--- config.mk ---
export PLATFORM = sky130hd
export DESIGN_NAME = exttmr_bank
export DESIGN_NICKNAME = d
export VERILOG_FILES = /design/src/rtl/exttmr_bank.sv
export SDC_FILE = /design/constraint.sdc
export NUM_CORES = 2
export LEC_CHECK = 0
export BUFFER_PORTS_ARGS = -buffer_cell sky130_fd_sc_hd__buf_2
export CAP_MARGIN = 20
export CORE_MARGIN = 2
export CORE_UTILIZATION = 30
export DETAILED_ROUTE_END_ITERATION = 16
export GPL_ROUTABILITY_DRIVEN = 1
export SLEW_MARGIN = 20
export SYNTH_ARGS = -nofsm -noshare
export SYNTH_HDL_FRONTEND = slang
export SYNTH_SLANG_ARGS = --single-unit
--- constraint.sdc ---
create_clock -name clk -period 5.7 [get_ports clk]
set_input_delay 1.14 -clock clk [delete_from_list [all_inputs] [get_ports clk]]
set_output_delay 1.14 -clock clk [all_outputs]
set_load 0.03 [all_outputs]
--- src/rtl/exttmr_bank.sv ---
module exttmr_bank #(
  parameter int CW = 32,
  parameter logic [7:0] SRC_PRESENT = 8'hDF
) (
  input  logic          clk,
  input  logic          rst_n,
  input  logic [7:0]    tick,
  input  logic          wr_en,
  input  logic [2:0]    wr_ch,
  input  logic [1:0]    wr_reg,
  input  logic [CW-1:0] wr_data,
  input  logic          rd_en,
  input  logic [2:0]    rd_ch,
  input  logic [1:0]    rd_reg,
  output logic [CW-1:0] rd_data,
  input  logic [7:0]    irq_en,
  input  logic [7:0]    sts_clr,
  output logic [7:0]    sts,
  output logic          irq
);
  logic [7:0][CW-1:0] cnt, mat;
  logic [7:0][9:0]    ctrl;
  logic [7:0][2:0]    src;
  logic [7:0]         armed, adv, ev, clr;
  logic [CW-1:0]      snap;

  function automatic logic [2:0] cmp_idx(input int i, input logic own);
    if (own)        return 3'(i);
    else if (i < 4) return 3'd0;
    else if (i < 6) return 3'd4;
    else            return 3'd6;
  endfunction

  always_comb begin
    clr = '0;
    for (int j = 0; j < 8; j++)
      adv[j] = tick[src[j]] & SRC_PRESENT[src[j]];
    for (int i = 0; i < 8; i++) begin
      logic [2:0] c;
      c = cmp_idx(i, ctrl[i][7]);
      ev[i] = armed[i] & adv[c] & ((cnt[c] + CW'(1)) == mat[i]);
      if (ev[i] && ctrl[i][3]) clr[c] = 1'b1;
    end
  end

  always_ff @(posedge clk) begin
    if (!rst_n) begin
      cnt <= '0; mat <= '0; ctrl <= '0; src <= '0;
      armed <= '0; sts <= '0; snap <= '0;
    end else begin
      for (int i = 0; i < 8; i++) begin
        logic hit;
        hit = wr_en && (wr_ch == 3'(i));
        if (hit && wr_reg == 2'd0) cnt[i] <= wr_data;
        else if (clr[i])           cnt[i] <= '0;
        else if (adv[i])           cnt[i] <= cnt[i] + CW'(1);
        if (hit && wr_reg == 2'd1) mat[i] <= wr_data;
        if (hit && wr_reg == 2'd2) begin
          ctrl[i] <= (i < 4) ? {2'b00, wr_data[7:0]} : wr_data[9:0];
          if (wr_data[7] || i == 0 || i == 4 || i == 6)
            src[i] <= (i >= 4 && wr_data[8]) ? 3'd0 : wr_data[2:0];
        end
        if (hit && (wr_reg == 2'd1 || wr_reg == 2'd2)) armed[i] <= 1'b1;
        else if (ev[i] && !ctrl[i][6])                armed[i] <= 1'b0;
        sts[i] <= (sts[i] & ~sts_clr[i]) | (ev[i] & irq_en[i]);
      end
      if (rd_en && rd_reg == 2'd0 && rd_ch[0] && rd_ch[2] && ctrl[rd_ch][9])
        snap <= cnt[rd_ch - 3'd1];
    end
  end

  always_comb
    case (rd_reg)
      2'd0:    rd_data = cnt[rd_ch];
      2'd1:    rd_data = mat[rd_ch];
      2'd2:    rd_data = CW'(ctrl[rd_ch]);
      default: rd_data = snap;
    endcase

  assign irq = |sts;
endmodule

==> impl_metrics.env <==
export IMPL_die_area_um2=166000
export IMPL_synth_async_sr_flop_share_pct=0
export IMPL_drt_iter0_markers=6488
export IMPL_clk_latency_ns=0.73
export IMPL_max_freq_ghz=0.185
export IMPL_globalplace_congestion=1.01
export IMPL_ctsRootBufferMaster="sky130_fd_sc_hd__clkbuf_16"
export IMPL_global_route_usage_over_all_layers_pct=25.9
export IMPL_fin_area_um2=54200
export IMPL_synth_warning_count=0
export IMPL_holdBufCountCts=0
export IMPL_synthDistinctLibCells=92
export IMPL_instances_no_fill=8239
export IMPL_hold_class="flop to flop"
export IMPL_htree_levels=3
export IMPL_start_util_pct=30.2
export IMPL_clkSlewWorstSetupHoldPaths_ns=0.06
export IMPL_grt_remaining_overflow=0
export IMPL_peakVddDrop_v=0.000214
export IMPL_post_route_util_pct=33.7
export IMPL_first_global_vias=46200
export IMPL_hold_depth=2
export IMPL_synthesized_instance_count=6249
export IMPL_worstMarginPinSlew_ns=1.20
export IMPL_synth_top_cell_by_area="sky130_fd_sc_hd__dfxtp_1"
export IMPL_synth_top_area_cells="sky130_fd_sc_hd__dfxtp_1, sky130_fd_sc_hd__mux4_2, sky130_fd_sc_hd__nand2_1"
export IMPL_wire_per_inst_um=26.8
export IMPL_syn_nets=6336
export IMPL_cts_tree="built"
export IMPL_timing_final_crit_period_ns=5.39
export IMPL_worst_path_most_repeated_cell="sky130_fd_sc_hd__nand4_1"
export IMPL_hold_violations=0
export IMPL_pin_count_of_the_biggest_net_entering_global_routing=134
export IMPL_max_cap_violations=0
export IMPL_via_per_inst=6.10
export IMPL_end_kind="flop"
export IMPL_io_buffer_count=110
export IMPL_numCtsBuffers=84
export IMPL_layout_cells_most_common="sky130_fd_sc_hd__nand2_1"
export IMPL_end_point_of_the_most_critical_hold_path="ctrl[72]"
export IMPL_total_leakage_power_nw=17.4
export IMPL_detail_route_first_pass_iterations=9
export IMPL_final_period_utilization_pct=94.6
export IMPL_critical_path_arrival_ns=5.97
export IMPL_drive_gt1_share_pct=12.9
export IMPL_holdCritStartpoint="ctrl[72]"
export IMPL_post_synth_instance_area_um2=48700
export IMPL_ff2ff_setup_slack_ns=0.31
export IMPL_setup_viol=0
export IMPL_multi_input_comb_area_um2=32800
export IMPL_chipWidth_um=407
export IMPL_boundaryPins=111
export IMPL_synth_main_ff_cell="sky130_fd_sc_hd__dfxtp_1"
export IMPL_final_seq_area_um2=13300
export IMPL_dpl_hpwl_um=166000
export IMPL_required_ns=6.28
export IMPL_final_max_slew_viol_count=0
export IMPL_postRouteAntennaNets=0
export IMPL_clkSinkCount=661
export IMPL_flip_flop_and_latch_count_after_synthesis=661
export IMPL_remaining_drc_errors=0
export IMPL_status="finished clean"
export IMPL_grt_first_pass_wirelength_um=318000
export IMPL_critical_path_cell_chain="nand4_1 -> a221oi_1 -> nand2_1 -> nor4_1 -> nand3_1 -> a2111oi_0 -> nand4_1 -> or4_1 -> buf_4 -> a22oi_1 -> nor2_1"
export IMPL_die_y_um=407
export IMPL_rsz0062_at_grt="no"
export IMPL_detailroute_via_count=50300
export IMPL_cpPeakStageDelay_ns=0.89
export IMPL_fin_total_pwr_mw=12.2
export IMPL_fin_setup_tns_ns=0
export IMPL_worst_r2r_cell_count=11
export IMPL_cts_repair_resized=0
export IMPL_power_density_nw_per_um2=224
export IMPL_ys_seq_area_share_pct=27.2
export IMPL_final_net_count=6093
export IMPL_detailed_place_area_um2=51100
export IMPL_clock_skew_ns=0.0451
export IMPL_placed_cells_incl_taps=8079
export IMPL_worst_r2r_startpoint="ctrl[77]"
export IMPL_ctsLongestPathBuffers=3
export IMPL_syn_area_per_cell_um2=7.79
export IMPL_postCtsSetupRepairBufs=0
export IMPL_path_max_fanout=41
export IMPL_final_cell_mix="sky130_fd_sc_hd__nand2_1, sky130_fd_sc_hd__dfxtp_1, sky130_fd_sc_hd__a21oi_1, sky130_fd_sc_hd__nor2_1, sky130_fd_sc_hd__nand3_1"
export IMPL_coreArea_um2=161000
export IMPL_fill_cells=16700
export IMPL_route_final_wire_length_um=221000
export IMPL_critical_path_startpoint_type="flop"
export IMPL_worstSetupPathType="flop to flop"
export IMPL_syn2layout_area_growth_pct=11.3
export IMPL_grt_antenna_before_repair=16
export IMPL_relSlewSlack_pct=19.9
export IMPL_num_rows=147
export IMPL_synth_largest_type_area_fraction_pct=27.2
export IMPL_synth_edf_count=0
export IMPL_crit_reg2reg_capture="cnt[227]"
export IMPL_critical_path_slowest_cell="sky130_fd_sc_hd__or4_1"
==> power by group <==
group	internal [mW]	total [mW]	switching [mW]	leakage, nW
combinational	0.487	1.39	0.905	10.6
sequential	4.68	4.83	0.150	5.34
clock	3.55	5.94	2.38	1.48
total	8.72	12.2	3.44	17.4
==> through the flow <==
stage	worst slack, ns	hold WS (ns)
5_1_grt	0.107	0.471
3_5_place_dp	0.386	0.447
6_report	0.306	0.454
4_1_cts	0.349	0.456
2_1_floorplan	0.647	0.433
3_3_place_gp	0.365	0.439
==> final cells by class <==
type                            instances  share of cell area, %
Tap cell                             2160                   4.99
Multi-Input combinational cell       4897                   60.6
Antenna cell                            3                 0.0139
Clock buffer                          124                   4.55
Sequential cell                       661                   24.5
Clock inverter                         32                   1.00
Inverter                               60                  0.430
Timing Repair Buffer                  302                   3.97
==> critical path: cells and delay by family, from the launching register on <==
family,cells,cell delay (ns)
flops,1,0.71
simple gates,7,2.50
buf+inv,1,0.33
compound gates,3,1.66
==> logic make-up after synthesis <==
group	after synthesis	share of synthesized area, %
buffers and inverters	691	5.61
muxes	537	17.2
and+or+nand+nor	2505	24.1
AOI/OAI and AO/OA	1374	17.0
xor gates and xnor gates	464	8.40
adders and majority gates	17	0.437
DFF	661	27.2
==> cells in the mapped netlist (37+ instances only) <==
cell	number
sky130_fd_sc_hd__xor2_1	137
sky130_fd_sc_hd__a32o_1	39
sky130_fd_sc_hd__a22o_1	41
sky130_fd_sc_hd__a31oi_1	37
sky130_fd_sc_hd__dfxtp_1	661
sky130_fd_sc_hd__buf_2	62
sky130_fd_sc_hd__nor4_1	57
sky130_fd_sc_hd__mux2i_1	266
sky130_fd_sc_hd__xnor2_1	325
sky130_fd_sc_hd__buf_1	56
sky130_fd_sc_hd__nor3_1	101
sky130_fd_sc_hd__o21ai_0	273
sky130_fd_sc_hd__nand2_1	1117
sky130_fd_sc_hd__a21oi_1	644
sky130_fd_sc_hd__nand3b_1	55
sky130_fd_sc_hd__nand3_1	330
sky130_fd_sc_hd__o22ai_1	37
sky130_fd_sc_hd__and3_1	64
sky130_fd_sc_hd__nor2_1	374
sky130_fd_sc_hd__a211oi_1	55
sky130_fd_sc_hd__a22oi_1	43
sky130_fd_sc_hd__mux4_2	237
sky130_fd_sc_hd__and2_1	63
sky130_fd_sc_hd__inv_1	56
sky130_fd_sc_hd__nand4_1	126
sky130_fd_sc_hd__clkbuf_1	493
==> worst max-delay path by stage <==
stage,from,to
global placement,cnt[6],cnt[0]
global route,cnt[6],cnt[2]
floorplan,rd_ch[1],snap[10]
CTS,ctrl[77],cnt[226]
detailed placement,cnt[6],cnt[31]
finish,ctrl[77],cnt[227]
==> sequential cells by signal, indices dropped and copies added (netlist names), named ones only <==
name / flops
cnt: 256
mat: 256
ctrl: 70
snap: 32
src: 23
armed: 8
sts: 8
==> routing by layer <==
| metal | vias to the layer above | share of wire (%) | track usage, % |
|---|---|---|---|
| met5 | - | 0.018 | 0 |
| met3 | 542 | 12 | 6.54 |
| met2 | 3240 | 43 | 39.3 |
| met4 | 6 | 5.0 | 11.1 |
| li1 | 22000 | - | - |
| met1 | 24500 | 39 | 34.6 |
Note: power is estimated with default switching activity, not from simulation.
